<file path="src/rtl/hcc_pkg.sv">
package hcc_pkg;

    // Glitch filter state: accepted level plus whether the last sample disagreed
    typedef enum logic [1:0] {
        ST_STEADY_LO = 2'b00,
        ST_STEADY_HI = 2'b01,
        ST_TRY_HI    = 2'b10,
        ST_TRY_LO    = 2'b11
    } flt_state_e;

    localparam int unsigned HCC_DEF_LINES  = 4;
    localparam int unsigned HCC_DEF_STAGES = 2;

endpackage

</file>
<file path="src/rtl/hcc_sync_chain.sv">
module hcc_sync_chain #(
    parameter int unsigned WIDTH  = 4,
    parameter int unsigned STAGES = 2
) (
    input  logic             clk,
    input  logic             rst_n,
    input  logic [WIDTH-1:0] async_i,
    output logic [WIDTH-1:0] sync_o
);
    localparam int unsigned LAST = STAGES - 1;

    logic [WIDTH-1:0] stage_q [STAGES];

    always_ff @(posedge clk or negedge rst_n) begin
        if (!rst_n) begin
            for (int s = 0; s < STAGES; s++) begin
                stage_q[s] <= '1;
            end
        end else begin
            stage_q[0] <= async_i;
            for (int s = 1; s < STAGES; s++) begin
                stage_q[s] <= stage_q[s-1];
            end
        end
    end

    assign sync_o = stage_q[LAST];

endmodule

</file>
<file path="src/rtl/hcc_glitch_fsm.sv">
module hcc_glitch_fsm
    import hcc_pkg::*;
(
    input  logic clk,
    input  logic rst_n,
    input  logic sample_i,
    output logic clean_o
);
    flt_state_e state_q, state_d;

    // state register
    always_ff @(posedge clk or negedge rst_n) begin
        if (!rst_n) state_q <= ST_STEADY_HI;
        else        state_q <= state_d;
    end

    // next state: probe, accept, reject
    always_comb begin
        state_d = state_q;
        unique case (state_q)
            ST_STEADY_LO: state_d = sample_i ? ST_TRY_HI    : ST_STEADY_LO;
            ST_STEADY_HI: state_d = sample_i ? ST_STEADY_HI : ST_TRY_LO;
            ST_TRY_HI:    state_d = sample_i ? ST_STEADY_HI : ST_STEADY_LO;
            ST_TRY_LO:    state_d = sample_i ? ST_STEADY_HI : ST_STEADY_LO;
            default:      state_d = ST_STEADY_HI;
        endcase
    end

    // outputs: a try state passes the sample, since a match there is the second in a row
    always_comb begin
        clean_o = 1'b1;
        unique case (state_q)
            ST_STEADY_LO: clean_o = 1'b0;
            ST_STEADY_HI: clean_o = 1'b1;
            ST_TRY_HI:    clean_o = sample_i;
            ST_TRY_LO:    clean_o = sample_i;
            default:      clean_o = 1'b1;
        endcase
    end

endmodule

</file>
<file path="src/rtl/hcc_edge_detect.sv">
module hcc_edge_detect #(
    parameter int unsigned WIDTH = 4
) (
    input  logic             clk,
    input  logic             rst_n,
    input  logic             use_filt_i,
    input  logic [WIDTH-1:0] sync_i,
    input  logic [WIDTH-1:0] filt_i,
    output logic [WIDTH-1:0] lvl_o,
    output logic [WIDTH-1:0] rise_o,
    output logic [WIDTH-1:0] fall_o
);
    // Each path keeps its own history, so switching paths never fakes an edge
    logic [WIDTH-1:0] sync_q, filt_q;

    always_ff @(posedge clk or negedge rst_n) begin
        if (!rst_n) begin
            sync_q <= '1;
            filt_q <= '1;
        end else begin
            sync_q <= sync_i;
            filt_q <= filt_i;
        end
    end

    always_comb begin
        if (use_filt_i) begin
            lvl_o  = filt_i;
            rise_o = filt_i & ~filt_q;
            fall_o = ~filt_i & filt_q;
        end else begin
            lvl_o  = sync_i;
            rise_o = sync_i & ~sync_q;
            fall_o = ~sync_i & sync_q;
        end
    end

endmodule

</file>
<file path="src/rtl/host_ctl_conditioner.sv">
module host_ctl_conditioner
    import hcc_pkg::*;
#(
    parameter int unsigned NUM_IN      = HCC_DEF_LINES,
    parameter int unsigned SYNC_STAGES = HCC_DEF_STAGES
) (
    input  logic              clk,
    input  logic              rst_n,
    input  logic              filt_en,
    input  logic [NUM_IN-1:0] pin_i,
    output logic [NUM_IN-1:0] lvl_o,
    output logic [NUM_IN-1:0] rise_o,
    output logic [NUM_IN-1:0] fall_o
);
    logic [NUM_IN-1:0] sync_lvl;
    logic [NUM_IN-1:0] filt_lvl;

    hcc_sync_chain #(
        .WIDTH  (NUM_IN),
        .STAGES (SYNC_STAGES)
    ) u_sync (
        .clk     (clk),
        .rst_n   (rst_n),
        .async_i (pin_i),
        .sync_o  (sync_lvl)
    );

    for (genvar g = 0; g < NUM_IN; g++) begin : g_line
        hcc_glitch_fsm u_flt (
            .clk      (clk),
            .rst_n    (rst_n),
            .sample_i (sync_lvl[g]),
            .clean_o  (filt_lvl[g])
        );
    end

    hcc_edge_detect #(
        .WIDTH (NUM_IN)
    ) u_edge (
        .clk        (clk),
        .rst_n      (rst_n),
        .use_filt_i (filt_en),
        .sync_i     (sync_lvl),
        .filt_i     (filt_lvl),
        .lvl_o      (lvl_o),
        .rise_o     (rise_o),
        .fall_o     (fall_o)
    );

endmodule

</file>
<file path="config.mk">
export PLATFORM = sky130hd
export DESIGN_NAME = host_ctl_conditioner
export DESIGN_NICKNAME = d
export VERILOG_FILES = /design/src/rtl/hcc_pkg.sv /design/src/rtl/hcc_sync_chain.sv /design/src/rtl/hcc_glitch_fsm.sv /design/src/rtl/hcc_edge_detect.sv /design/src/rtl/host_ctl_conditioner.sv
export SDC_FILE = /design/constraint.sdc
export NUM_CORES = 1
export LEC_CHECK = 0
export CAP_MARGIN = 0
export CORE_UTILIZATION = 45
export CTS_CLUSTER_DIAMETER = 50
export DETAILED_ROUTE_END_ITERATION = 16
export GPL_TIMING_DRIVEN = 0
export PLACE_DENSITY = 0.74
export RECOVER_POWER = 25
export SLEW_MARGIN = 20
export SYNTH_ARGS = -nofsm -noshare
export SYNTH_HDL_FRONTEND = slang
export SYNTH_HIERARCHICAL = 1
export SYNTH_SLANG_ARGS = --single-unit
export TNS_END_PERCENT = 5
</file>
<file path="constraint.sdc">
create_clock -name clk -period 1.25 [get_ports clk]
set_input_delay 0.25 -clock clk [delete_from_list [all_inputs] [get_ports clk]]
set_output_delay 0.25 -clock clk [all_outputs]
set_load 0.005 [all_outputs]
</file>
==> impl_metrics.py <==
metrics = {
    "run_status": {
        "outcome": "complete, but fails checks",
        "failed_checks": "negative setup slack",
    },
    "grt": {
        "overflow": 0,
        "grt_usage_pct": 15.5,
        "grt_max_degree": 25,
        "grt_pass1_vias": 612,
        "grt_pass1_wl_um": 2700,
        "antenna_found_initial": 0,
    },
    "drt": {
        "post-route-drc-count": 0,
        "ant_nets": 0,
        "routed_via_density": 4.77,
        "drt_iter0_drc": 9,
        "firstDrtPassIters": 3,
        "vias": 610,
        "drt_wl_total_um": 1680,
        "wl_per_cell_um": 13.1,
    },
    "placement": {
        "port_buffers": 17,
        "dp.cells": 114,
        "place_area_sq_mm": 0.00119,
        "place_hpwl_um": 967,
        "pre_cts_ws_ps": -513,
        "globalplace.congestion": 0.690,
    },
    "floorplan": {
        "num_rows": 16,
        "die_w_um": 48.7,
        "start_util_pct": 48.9,
        "die-area_sq_mm": 0.00237,
        "core-area_sq_mm": 0.00200,
        "num_io_pins": 19,
        "die_h_um": 48.7,
    },
    "sta": {
        "final_hold_viol_count": 0,
        "finalCriticalPeriod_ps": 1780,
        "relSlewSlack_pct": 66.9,
        "finalWorstSetupSlack_ps": -527,
        "finalClockSkew_ps": 1.78,
        "tns_ps": -4770,
        "final-max-slew-violation-count": 0,
        "rsz0062_at_grt": "yes",
        "finalSetupViolCount": 12,
        "tightestPinTransition_ps": 497,
        "finalCritPeriodShare_pct": 142,
        "max_freq_ghz": 0.563,
    },
    "clocking": {
        "cts_buffers": 3,
        "htreeDepth": 1,
        "cts_tree": "built",
        "clockRootBuffer": "clkbuf_4",
        "clockBufferDepth": 2,
        "clk_pin_slew_ps": 120,
        "cts.sinks": 24,
        "clk_latency_ps": 300,
    },
    "worst_hold_path": {
        "hold_depth": 0,
        "hold_end": "u_sync/sync_o[3]",
        "hold_path_class": "flop to flop",
        "hp-start": "u_sync/stage_q[7]",
    },
    "worst_setup_path": {
        "cp.required_ps": 1000,
        "max_stage_delay_ps": 410,
        "r2r-end": "g_line[3].u_flt/state_q[0]",
        "worst-setup-path-type": "flop to output port",
        "arrival_ps": 1530,
        "cp_cell_sequence": "mux2_4 > buf_6 > mux2_4 > buf_6",
        "reg2reg_slack_ps": 150,
        "r2r_start": "u_sync/sync_o[3]",
        "crit_slowest_cell": "dfrtp_1",
        "cp_max_fo": 4,
        "worstRegToRegCells": 4,
        "cp_top_family": "multiplexers",
        "path_buf_inv": 2,
        "startpoint_type": "flop",
        "cp-end-kind": "output port",
    },
    "yosys": {
        "synthSimpleGateAreaFrac_pct": 5.62,
        "synth_adder_area_share_pct": 0,
        "syn_avg_cell_area_sq_um": 14.0,
        "synthCells": 70,
        "synthMuxAreaShare_pct": 9.58,
        "synth_fp_nets": 77,
        "synth_compound_area_share_pct": 8.94,
        "synth_warnings": 6,
        "ys_seq_elements": 24,
        "yosysSeqAreaShare_pct": 63.9,
        "syn_area_sq_um": 980,
        "synth_top_family_by_area": "multiplexers",
        "synth_xor_area_share_pct": 3.58,
        "ys_types": 16,
    },
    "job": {
        "cap_violations": 0,
    },
    "cells_and_area": {
        "design_area_sq_mm": 0.00128,
        "final_common_cell": "dfstp_2",
        "final_util_pct": 64.2,
        "layout-drive-gt1-share_pct": 60.4,
        "fin_cells": 128,
        "n_antenna_cell": 0,
        "nNetsFinal": 109,
        "syn2layout_area_growth_pct": 31.2,
        "most-common-layout-cells": "18 x dfstp_2, 11 x buf_4, 8 x nor2_1",
    },
    "pwr": {
        "combPwrFrac_pct": 38.9,
        "power.net_switching_mw": 0.735,
        "power_density_mw_per_mm2": 2080,
        "clockPowerShare_pct": 14.6,
        "peakVddDrop_mv": 1.41,
        "seqPwrFrac_pct": 46.5,
        "p_sw_share_pct": 27.5,
        "power_leakage_nw": 0.595,
        "power.internal_mw": 1.94,
    },
}
-- registers in the layout, summed over array words and instances, names as in the netlist --
name,count
u_sync/sync_o,4
u_edge/filt_q,4
u_edge/sync_q,4
u_sync/stage_q,4
g_line.u_flt/state_q,8
-- area by class of cell --
class | instances | area [sq um]
Inverter | 7 | 26.3
Fill cell | 163 | 717
Multi-Input combinational cell | 33 | 299
Clock buffer | 4 | 36.3
Buffer | 3 | 37.5
Sequential cell | 24 | 626
Timing Repair Buffer | 30 | 226
Tap cell | 27 | 33.8
-- cells in the mapped netlist --
| cell | n | area, sq um |
|---|---|---|
| o22ai_1 | 1 | 6.26 |
| buf_8 | 1 | 15.0 |
| dfrtp_1 | 4 | 100 |
| inv_1 | 7 | 26.3 |
| dfstp_2 | 20 | 526 |
| buf_6 | 1 | 11.3 |
| o32ai_2 | 2 | 32.5 |
| nand2_1 | 5 | 18.8 |
| o32ai_1 | 1 | 8.76 |
| nor2_1 | 8 | 30.0 |
| buf_4 | 4 | 30.0 |
| nand2b_1 | 1 | 6.26 |
| xnor2_1 | 4 | 35.0 |
| mux2_2 | 3 | 33.8 |
| mux2_4 | 4 | 60.1 |
| a32o_1 | 4 | 40.0 |
-- metal layers --
metal / global-route usage (%) / share of wire, % / wire length [um]
met5: 0 / 0 / 0
met4: 8.82 / 1.4 / 23
met3: 2.83 / 3.2 / 53
met2: 25.0 / 50 / 833
met1: 19.6 / 46 / 770
-- through the flow --
stage	hold slack [ps]	total power, mW
2_1_floorplan	-45.6	1.73
3_3_place_gp	345	2.04
3_5_place_dp	347	2.09
4_1_cts	324	2.64
5_1_grt	368	2.83
6_report	365	2.68
-- how the worst max path moves through the flow --
stage	start	endpoint	cells after the start
after global routing	g_line[0].u_flt/state_q[1]	lvl_o[0]	4
after detailed placement	u_sync/sync_o[2]	rise_o[2]	5
final	g_line[0].u_flt/state_q[1]	lvl_o[0]	4
after floorplan	u_sync/sync_o[0]	lvl_o[0]	3
after CTS	g_line[0].u_flt/state_q[1]	lvl_o[0]	4
after global placement	u_sync/sync_o[2]	rise_o[2]	5
-- cell families after synthesis --
kind of cell    Yosys count
buf+inv                  13
compound gates            8
mux                       7
xor+xnor                  4
simple gates             14
flops                    24
-- repair_timing --
item / in CTS / in global routing
setup buffers: 11 / 1
pin swaps: 4 / 3
setup endpoints to repair: 12 / 12
hold buffers: 0 / 1
gates resized for setup: 41 / 8
endpoints found under the hold margin: 0 / 4
-- power by group through the flow --
| stage | Combinational, mW | Sequential [mW] | Clock, mW |
|---|---|---|---|
| 3_3_place_gp | 0.812 | 1.23 | 0 |
| 2_1_floorplan | 0.515 | 1.22 | 0 |
| 6_report | 1.04 | 1.24 | 0.391 |
| 3_5_place_dp | 0.843 | 1.25 | 0 |
| 5_1_grt | 1.13 | 1.27 | 0.434 |
| 4_1_cts | 0.996 | 1.24 | 0.409 |
Power figures use the tool's default switching activity.
